==> src/rtl/tft_tgen_pkg.sv <==
package tft_tgen_pkg;
  // channel slots inside the strobe bank
  localparam int unsigned CH_POL   = 0;
  localparam int unsigned CH_LATCH = 1;
  localparam int unsigned CH_HST   = 2;
  localparam int unsigned CH_VST   = 3;
  localparam int unsigned CH_PWIN  = 4;
  localparam int unsigned NUM_CH   = 5;

  typedef struct packed {
    logic line_latch;
    logic hstart;
    logic vstart;
    logic pix_win_n;
    logic polarity;
  } strobe_vec_t;

  function automatic int unsigned cnt_bits(input int unsigned limit);
    return $clog2(limit + 1);
  endfunction
endpackage

==> src/rtl/tft_wrap_ctr.sv <==
module tft_wrap_ctr #(
  parameter int unsigned PERIOD = 303,
  parameter int unsigned CW     = 9
) (
  input  logic          clk,
  input  logic          rst_n,
  input  logic          clr,
  input  logic          en,
  input  logic          ce,
  output logic [CW-1:0] cnt_o
);
  localparam logic [CW-1:0] LAST = CW'(PERIOD - 1);

  logic [CW-1:0] cnt_q;

  always_ff @(posedge clk or negedge rst_n) begin
    if (!rst_n)         cnt_q <= '0;
    else if (clr)       cnt_q <= '0;
    else if (en && ce)  cnt_q <= (cnt_q == LAST) ? '0 : cnt_q + 1'b1;
  end

  assign cnt_o = cnt_q;

  AST_CNT_IN_PERIOD: assert property (@(posedge clk) disable iff (!rst_n)
    cnt_q <= LAST);
  AST_HOLD_NO_CE: assert property (@(posedge clk) disable iff (!rst_n)
    (!ce && !clr) |=> $stable(cnt_q));
  AST_CLR_ZERO: assert property (@(posedge clk) disable iff (!rst_n)
    clr |=> (cnt_q == '0));
endmodule

==> src/rtl/tft_strobe_bank.sv <==
module tft_strobe_bank
  import tft_tgen_pkg::*;
#(
  parameter int unsigned LINE_CLKS  = 303,
  parameter int unsigned FRAME_CLKS = 99687,
  parameter int unsigned PIXWIN_W   = 248,
  parameter int unsigned CW         = 17
) (
  input  logic                clk,
  input  logic                rst_n,
  input  logic                clr,
  input  logic                ce,
  input  logic [NUM_CH-1:0]   ch_en,
  output logic [NUM_CH-1:0]   strobe_o,
  output logic [CW-1:0]       pol_cnt_o,
  output logic [CW-1:0]       latch_cnt_o
);
  // per-slot period, high-time and polarity, indexed by slot number
  localparam int unsigned CH_PERIOD [NUM_CH] =
    '{2*LINE_CLKS, LINE_CLKS, LINE_CLKS, FRAME_CLKS, LINE_CLKS};
  localparam int unsigned CH_WIDTH  [NUM_CH] =
    '{LINE_CLKS, 1, 1, 2*LINE_CLKS, PIXWIN_W};
  localparam bit          CH_LOW    [NUM_CH] =
    '{1'b0, 1'b0, 1'b0, 1'b0, 1'b1};

  logic [CW-1:0] cnt [NUM_CH];

  for (genvar i = 0; i < NUM_CH; i++) begin : g_ch
    localparam logic [CW-1:0] WID = CW'(CH_WIDTH[i]);
    logic active;

    tft_wrap_ctr #(.PERIOD(CH_PERIOD[i]), .CW(CW)) u_ctr (
      .clk   (clk),
      .rst_n (rst_n),
      .clr   (clr),
      .en    (ch_en[i]),
      .ce    (ce),
      .cnt_o (cnt[i])
    );

    assign active = ch_en[i] && (cnt[i] < WID);

    if (CH_LOW[i]) begin : g_low
      assign strobe_o[i] = ~active;
    end else begin : g_high
      assign strobe_o[i] = active;
    end
  end

  assign pol_cnt_o   = cnt[CH_POL];
  assign latch_cnt_o = cnt[CH_LATCH];
endmodule

==> src/rtl/tft_bringup_seq.sv <==
module tft_bringup_seq #(
  parameter int unsigned CW       = 17,
  parameter int unsigned REV_GATE = 11,
  parameter int unsigned LP_GATE  = 3
) (
  input  logic          clk,
  input  logic          rst_n,
  input  logic          start_i,
  input  logic          stop_i,
  input  logic          ce,
  input  logic [CW-1:0] pol_cnt,
  input  logic [CW-1:0] latch_cnt,
  output logic          pol_en,
  output logic          latch_en,
  output logic          grp_en
);
  localparam logic [CW-1:0] POL_TH   = CW'(REV_GATE);
  localparam logic [CW-1:0] LATCH_TH = CW'(LP_GATE);

  always_ff @(posedge clk or negedge rst_n) begin
    if (!rst_n) begin
      pol_en   <= 1'b0;
      latch_en <= 1'b0;
      grp_en   <= 1'b0;
    end else if (stop_i) begin
      pol_en   <= 1'b0;
      latch_en <= 1'b0;
      grp_en   <= 1'b0;
    end else begin
      if (start_i && !pol_en)
        pol_en <= 1'b1;
      if (pol_en && !latch_en && ce && (pol_cnt > POL_TH))
        latch_en <= 1'b1;
      if (latch_en && !grp_en && ce && (latch_cnt >= LATCH_TH))
        grp_en <= 1'b1;
    end
  end

  AST_LATCH_AFTER_POL: assert property (@(posedge clk) disable iff (!rst_n)
    latch_en |-> pol_en);
  AST_GRP_AFTER_LATCH: assert property (@(posedge clk) disable iff (!rst_n)
    grp_en |-> latch_en);
  AST_STOP_DROPS_ALL: assert property (@(posedge clk) disable iff (!rst_n)
    stop_i |=> (!pol_en && !latch_en && !grp_en));
  AST_START_ARMS: assert property (@(posedge clk) disable iff (!rst_n)
    (start_i && !stop_i) |=> pol_en);
endmodule

==> src/rtl/tft_timing_gen.sv <==
module tft_timing_gen
  import tft_tgen_pkg::*;
#(
  parameter int unsigned LINE_CLKS   = 303,
  parameter int unsigned ACT_PIX     = 240,
  parameter int unsigned START_LN    = 8,
  parameter int unsigned ACT_LINES   = 320,
  parameter int unsigned BLANK_LINES = 9,
  parameter int unsigned REV_GATE    = 11,
  parameter int unsigned LP_GATE     = 3
) (
  input  logic clk,
  input  logic rst_n,
  input  logic pix_ce,
  input  logic start_i,
  input  logic stop_i,
  output logic running_o,
  output logic line_latch_o,
  output logic hstart_o,
  output logic vstart_o,
  output logic pix_win_n_o,
  output logic polarity_o
);
  localparam int unsigned FRAME_LINES = ACT_LINES + BLANK_LINES;
  localparam int unsigned FRAME_CLKS  = LINE_CLKS * FRAME_LINES;
  localparam int unsigned PIXWIN_W    = ACT_PIX + START_LN;
  localparam int unsigned CW          = cnt_bits(FRAME_CLKS);

  logic              pol_en, latch_en, grp_en;
  logic [CW-1:0]     pol_cnt, latch_cnt;
  logic [NUM_CH-1:0] ch_en, ch_out;
  strobe_vec_t       strb;

  tft_bringup_seq #(.CW(CW), .REV_GATE(REV_GATE), .LP_GATE(LP_GATE)) u_seq (
    .clk       (clk),
    .rst_n     (rst_n),
    .start_i   (start_i),
    .stop_i    (stop_i),
    .ce        (pix_ce),
    .pol_cnt   (pol_cnt),
    .latch_cnt (latch_cnt),
    .pol_en    (pol_en),
    .latch_en  (latch_en),
    .grp_en    (grp_en)
  );

  assign ch_en[CH_POL]   = pol_en;
  assign ch_en[CH_LATCH] = latch_en;
  assign ch_en[CH_HST]   = grp_en;
  assign ch_en[CH_VST]   = grp_en;
  assign ch_en[CH_PWIN]  = grp_en;

  tft_strobe_bank #(
    .LINE_CLKS  (LINE_CLKS),
    .FRAME_CLKS (FRAME_CLKS),
    .PIXWIN_W   (PIXWIN_W),
    .CW         (CW)
  ) u_bank (
    .clk         (clk),
    .rst_n       (rst_n),
    .clr         (stop_i),
    .ce          (pix_ce),
    .ch_en       (ch_en),
    .strobe_o    (ch_out),
    .pol_cnt_o   (pol_cnt),
    .latch_cnt_o (latch_cnt)
  );

  assign strb.line_latch = ch_out[CH_LATCH];
  assign strb.hstart     = ch_out[CH_HST];
  assign strb.vstart     = ch_out[CH_VST];
  assign strb.pix_win_n  = ch_out[CH_PWIN];
  assign strb.polarity   = ch_out[CH_POL];

  assign running_o    = pol_en;
  assign line_latch_o = strb.line_latch;
  assign hstart_o     = strb.hstart;
  assign vstart_o     = strb.vstart;
  assign pix_win_n_o  = strb.pix_win_n;
  assign polarity_o   = strb.polarity;

  AST_LATCH_ONE_TICK: assert property (@(posedge clk) disable iff (!rst_n)
    (line_latch_o && pix_ce) |=> !line_latch_o);
  AST_HSTART_ONE_TICK: assert property (@(posedge clk) disable iff (!rst_n)
    (hstart_o && pix_ce) |=> !hstart_o);
  AST_IDLE_LEVELS: assert property (@(posedge clk) disable iff (!rst_n)
    !running_o |-> (!line_latch_o && !hstart_o && !vstart_o && pix_win_n_o && !polarity_o));
  AST_STOP_IDLE: assert property (@(posedge clk) disable iff (!rst_n)
    stop_i |=> (!running_o && pix_win_n_o && !vstart_o));
endmodule

==> config.mk <==
export PLATFORM = sky130hd
export DESIGN_NAME = tft_timing_gen
export DESIGN_NICKNAME = d
export VERILOG_FILES = /design/src/rtl/tft_tgen_pkg.sv /design/src/rtl/tft_wrap_ctr.sv /design/src/rtl/tft_strobe_bank.sv /design/src/rtl/tft_bringup_seq.sv /design/src/rtl/tft_timing_gen.sv
export SDC_FILE = /design/constraint.sdc
export NUM_CORES = 1
export LEC_CHECK = 0
export ABC_AREA = 1
export ABC_CLOCK_PERIOD_IN_PS = 1300
export BUFFER_PORTS_ARGS = -buffer_cell sky130_fd_sc_hd__buf_2
export CORE_MARGIN = 2
export CORE_UTILIZATION = 27
export CTS_CLUSTER_DIAMETER = 200
export DETAILED_ROUTE_END_ITERATION = 12
export GPL_TIMING_DRIVEN = 1
export PLACE_DENSITY = 0.54
export SLEW_MARGIN = 20
export SYNTH_ARGS = -nofsm -noshare
export SYNTH_HDL_FRONTEND = slang
export SYNTH_SLANG_ARGS = --single-unit
export TNS_END_PERCENT = 1
==> constraint.sdc <==
create_clock -name clk -period 1.3 [get_ports clk]
set_input_delay 0.26 -clock clk [delete_from_list [all_inputs] [get_ports clk]]
set_output_delay 0.26 -clock clk [all_outputs]
set_load 0.02 [all_outputs]
### Word level (Yosys, flattened, before mapping)

Index checks and enable logic that the tools add are counted.

* add/subtract/negate cells: 5
* magnitude comparators: 7
* equal/unequal tests: 5
* multiplexer cells: 21
* bitwise operators: 1
* reduce and logical (&&, ||, !) cells: 24

Operators with widths (count)
* $mux 17: 15
* $add 17x1->17 const B: 5
* $eq 17x9->1 const B: 3
* $lt 17x1->1 const B: 2
* $eq 17x10->1 const B: 1
* $eq 17x17->1 const B: 1
* $ge 17x2->1 const B: 1
* $gt 17x4->1 const B: 1
* $lt 17x10->1 const B: 1
* $lt 17x8->1 const B: 1
* $lt 17x9->1 const B: 1
* $logic_and 1x1->1: 15
* $reduce_bool 2->1: 6
* $mux 1: 6
* $logic_not 1->1: 3
* $not 1->1: 1

* register bits after elaboration: 88
* input port bits: 5
* output and inout bits: 6
* word-level logic and storage cells: 71

### Depth between registers and ports, before layout

* depth after elaboration: 6
* mapped depth: 11

### Cells and area by module

Synthesis repeated with hierarchy kept, for this count alone.

* cell total of the unflattened synthesis: 970
* area total of the unflattened synthesis: 6324.8 µm²

By module, submodules not included
* tft_wrap_ctr at u_bank.g_ch[2].u_ctr ...: instances 2, cells each 172, area each 1147.4 µm²
* tft_wrap_ctr at u_bank.g_ch[1].u_ctr: instances 1, cells each 179, area each 1171.1 µm²
* tft_wrap_ctr at u_bank.g_ch[3].u_ctr: instances 1, cells each 172, area each 1159.9 µm²
* tft_wrap_ctr at u_bank.g_ch[0].u_ctr: instances 1, cells each 163, area each 1146.1 µm²
* tft_strobe_bank: instances 1, cells each 69, area each 316.6 µm²
* tft_bringup_seq: instances 1, cells each 43, area each 236.5 µm²

### Least setup slack after synthesis

OpenSTA, ideal clock, no wires.

* kind: register to output
* start: register u_bank.g_ch[2].u_ctr.cnt_q[13]
* end: output hstart_o
* arrival time: 1.338 ns
* path slack: -0.298 ns
* stages on the path, launching flop included: 4
* buffers on the path: 0
* cells stage by stage: dfrtp_1 nor2_1 nand3_1 nor4_1

* longest elaborated chain between the ends: 2

Ends and longest elaborated chain
* start, declared: RTL line tft_wrap_ctr.sv:14 `logic [CW-1:0] cnt_q;`
* start signal, assigned: RTL line tft_wrap_ctr.sv:19 `else if (en && ce) cnt_q <= (cnt_q == LAST) ? '0 : cnt_q + 1'b1;`
* $lt 17x1->1: RTL line tft_strobe_bank.sv:41 `assign active = ch_en[i] && (cnt[i] < WID);`
* $logic_and 1x1->1: RTL line tft_strobe_bank.sv:41
* end, declared: RTL line tft_timing_gen.sv:19 `output logic hstart_o,`

No other way between the ends.

### Worst setup path after layout

* start: register u_bank.g_ch[0].u_ctr.cnt_q[0]
* end: output polarity_o

* longest elaborated chain between the ends: 2

Ends and longest elaborated chain
* start, declared: RTL line tft_wrap_ctr.sv:14
* start signal, assigned: RTL line tft_wrap_ctr.sv:19
* $lt 17x9->1: RTL line tft_strobe_bank.sv:41
* $logic_and 1x1->1: RTL line tft_strobe_bank.sv:41
* end, declared: RTL line tft_timing_gen.sv:22 `output logic polarity_o`

No other way between the ends.

==> flow_summary.json <==
{
  "status": "finished, violations left",
  "violations": "setup timing",
  "fin_crit_ns": 1.78,
  "io_pins": 11,
  "antenna_cells": 0,
  "critical_path_class": "register to output pin",
  "overflow": 0,
  "layout_setup_ws_ns": -0.485,
  "worst_hold_path_type": "input pin to register",
  "slew_viol_final": 0,
  "hold_viol": 0,
  "drt_iter0_drc": 418,
  "skew_ns": 0.00825,
  "grt_pass1_wl_mm": 29.2,
  "via_per_inst": 4.58,
  "drive_gt1_frac": 0.322,
  "holdPathStages": 3,
  "die_h_um": 152,
  "avgSynthCellArea_um2": 6.74,
  "nets": 1094,
  "finalPower_mw": 6.12,
  "rsz0062_at_grt": "yes",
  "grt_pass1_vias": 6177,
  "drt-pass1-iter-count": 7,
  "final_util": 0.390,
  "reg2reg_depth": 9,
  "p_per_area_nw_per_um2": 721,
  "crit_fanout": 5,
  "drv_cap": 0,
  "die_x_um": 152,
  "cts_buffers": 9,
  "place.gp.congestion": 0.863,
  "ys_ff_latch": 88,
  "syn_area_um2": 5950,
  "syn_inst": 883,
  "worst_pin_slew_ns": 0.359,
  "crit_path_end_kind": "output pin",
  "synth.distinct_cells": 35,
  "tritoncts": "done",
  "clock_latency_ns": 0.35,
  "ys_seq_area_frac": 0.370,
  "rows": 54,
  "slew_headroom": 0.759,
  "io_buffers": 10,
  "clk_path_buf_depth": 2,
  "synth_edf_count": 0,
  "setup_violations": 68,
  "drcViolationCount": 0,
  "layout_common_cells": "223 x nand2_1, 191 x buf_4, 106 x nor2_1",
  "core_area_um2": 21800,
  "startpoint_type": "register",
  "area_delta_synth_final_pct": 42.8,
  "wirelength_mm": 17.0,
  "start_util": 0.273,
  "dieArea_um2": 23200,
  "fin_crit_sh": 1.37,
  "max_freq_mhz": 560,
  "h-tree-depth": 3,
  "place_hpwl_mm": 12.9,
  "crit_arrival_ns": 1.52,
  "power.leakage_nw": 3.98,
  "irDropWorstVdd_mv": 0.541,
  "clock_sinks": 88,
  "yosysWarnings": 0,
  "wl_per_cell_um": 12.5,
  "vias": 6248,
  "grt_max_degree": 33,
  "track_usage": 0.151,
  "clk_pin_slew_ns": 0.06,
  "synth_nets": 898,
  "clock-root-buffer": "clkbuf_16",
  "final_common_cell": "nand2_1",
  "synthArstFlopShare": 1.00,
  "antenna_found_initial": 0,
  "synth_ff_type": "dfrtp_1",
  "ant_nets": 0,
  "required_ns": 1.04
}
## per-layer routing
metal	global-route usage	vias up	part of all wire
li1	-	3267	-
met5	0	-	0
met1	0.199	2868	0.48
met3	0.0202	38	0.021
met4	0.0569	0	0.027
met2	0.253	75	0.47
## synthesized netlist by cell type (2+ instances only)
master	count	area, µm²
o21ai_2	3	26.3
a21oi_1	10	50.1
buf_4	5	37.5
nor2_1	138	518
buf_6	2	22.5
o21ai_1	7	35.0
inv_1	105	394
ha_1	10	125
o21bai_1	6	45.0
buf_2	12	60.1
clkbuf_1	2	7.51
o21ai_0	38	190
nand2_2	6	37.5
nand2_1	240	901
nor4_1	2	12.5
inv_2	2	7.51
inv_4	2	12.5
and2_1	2	12.5
xor2_1	21	184
dfrtp_1	88	2200
nor3_1	10	50.1
nand3_1	82	410
nor2_4	4	45.0
nor2_2	10	62.6
nand4_1	66	413
## final cells by class
| type | instances | area (µm²) |
|---|---|---|
| inverters | 109 | 414 |
| fillers | 2219 | 13300 |
| repair buffers | 206 | 1630 |
| clock buffers | 12 | 256 |
| flip-flops and latches | 88 | 2210 |
| multi-input cells | 665 | 3570 |
| well taps | 280 | 350 |
| clock inverters | 3 | 65.1 |
## cell families after synthesis
group	count (synthesis)	share of synthesized area
buffers and inverters	130	0.0911
adder cells (fa/ha/maj)	10	0.0210
XOR/XNOR	22	0.0324
AO/OA/AOI/OAI	70	0.0667
AND/OR/NAND/NOR	563	0.419
flip-flops	88	0.370
## timing repair
action / CTS / global route
endpoints found under the hold margin: 13 / 0
buffers inserted: 0 / 0
pin swaps: 17 / 11
gates resized for setup: 60 / 69
endpoints found under the setup margin: 83 / 92
hold buffers: 1 / 0
## path summary, 6_finish.rpt
| check | startpoint | endpoint | slack [ns] |
|---|---|---|---|
| worst max-delay path | u_bank.g_ch[0].u_ctr.cnt_o[0]$_DFFE_PN0P_ | polarity_o | -0.48 |
| worst min-delay path | start_i | u_seq.pol_en$_DFFE_PN0P_ | 0.12 |
| worst max register to register | u_bank.g_ch[3].u_ctr.cnt_o[1]$_DFFE_PN0P_ | u_bank.g_ch[3].u_ctr.cnt_o[10]$_DFFE_PN0P_ | -0.21 |
| worst min register to register | u_seq.latch_en$_DFFE_PN0P_ | u_seq.latch_en$_DFFE_PN0P_ | 0.54 |
| max in group asynchronous | rst_n | u_bank.g_ch[4].u_ctr.cnt_o[5]$_DFFE_PN0P_ | 0.51 |
| min in group asynchronous | rst_n | u_bank.g_ch[0].u_ctr.cnt_o[2]$_DFFE_PN0P_ | 0.32 |
## sequential cells by signal, indices dropped and copies added, names as in the netlist
name,flops
u_bank.g_ch.u_ctr.cnt_o,85
u_seq.grp_en,1
u_seq.latch_en,1
u_seq.pol_en,1
## power by group
group          internal (mW)  switching [mW]  total, mW
combinational          0.175           0.273      0.447
sequential              2.75          0.0148       2.77
clock                   1.78            1.13       2.91
## metrics by stage
stage,instances,worst slack [ns],TNS [ns],hold WS [ns],instance area [µm²]
6_report,1363,-0.485,-5.67,0.121,8490
3_5_place_dp,1347,-0.191,-7.42,0.152,7800
3_3_place_gp,1347,-0.175,-6.66,0.150,7800
2_1_floorplan,883,-0.0546,-0.508,-0.0356,5990
4_1_cts,1363,-0.521,-6.29,0.108,8300
5_1_grt,1363,-0.595,-14.72,0.146,8490
## worst max-delay path, stage by stage, from the launching register on
cell and delay, ns:
dfrtp_2 0.44, nand2_1 0.11, nor2_1 0.07, o21ai_0 0.16, nand3_1 0.11, a21oi_2 0.13
buf_4 0.15
No activity file was read; power rests on OpenSTA's default activity.
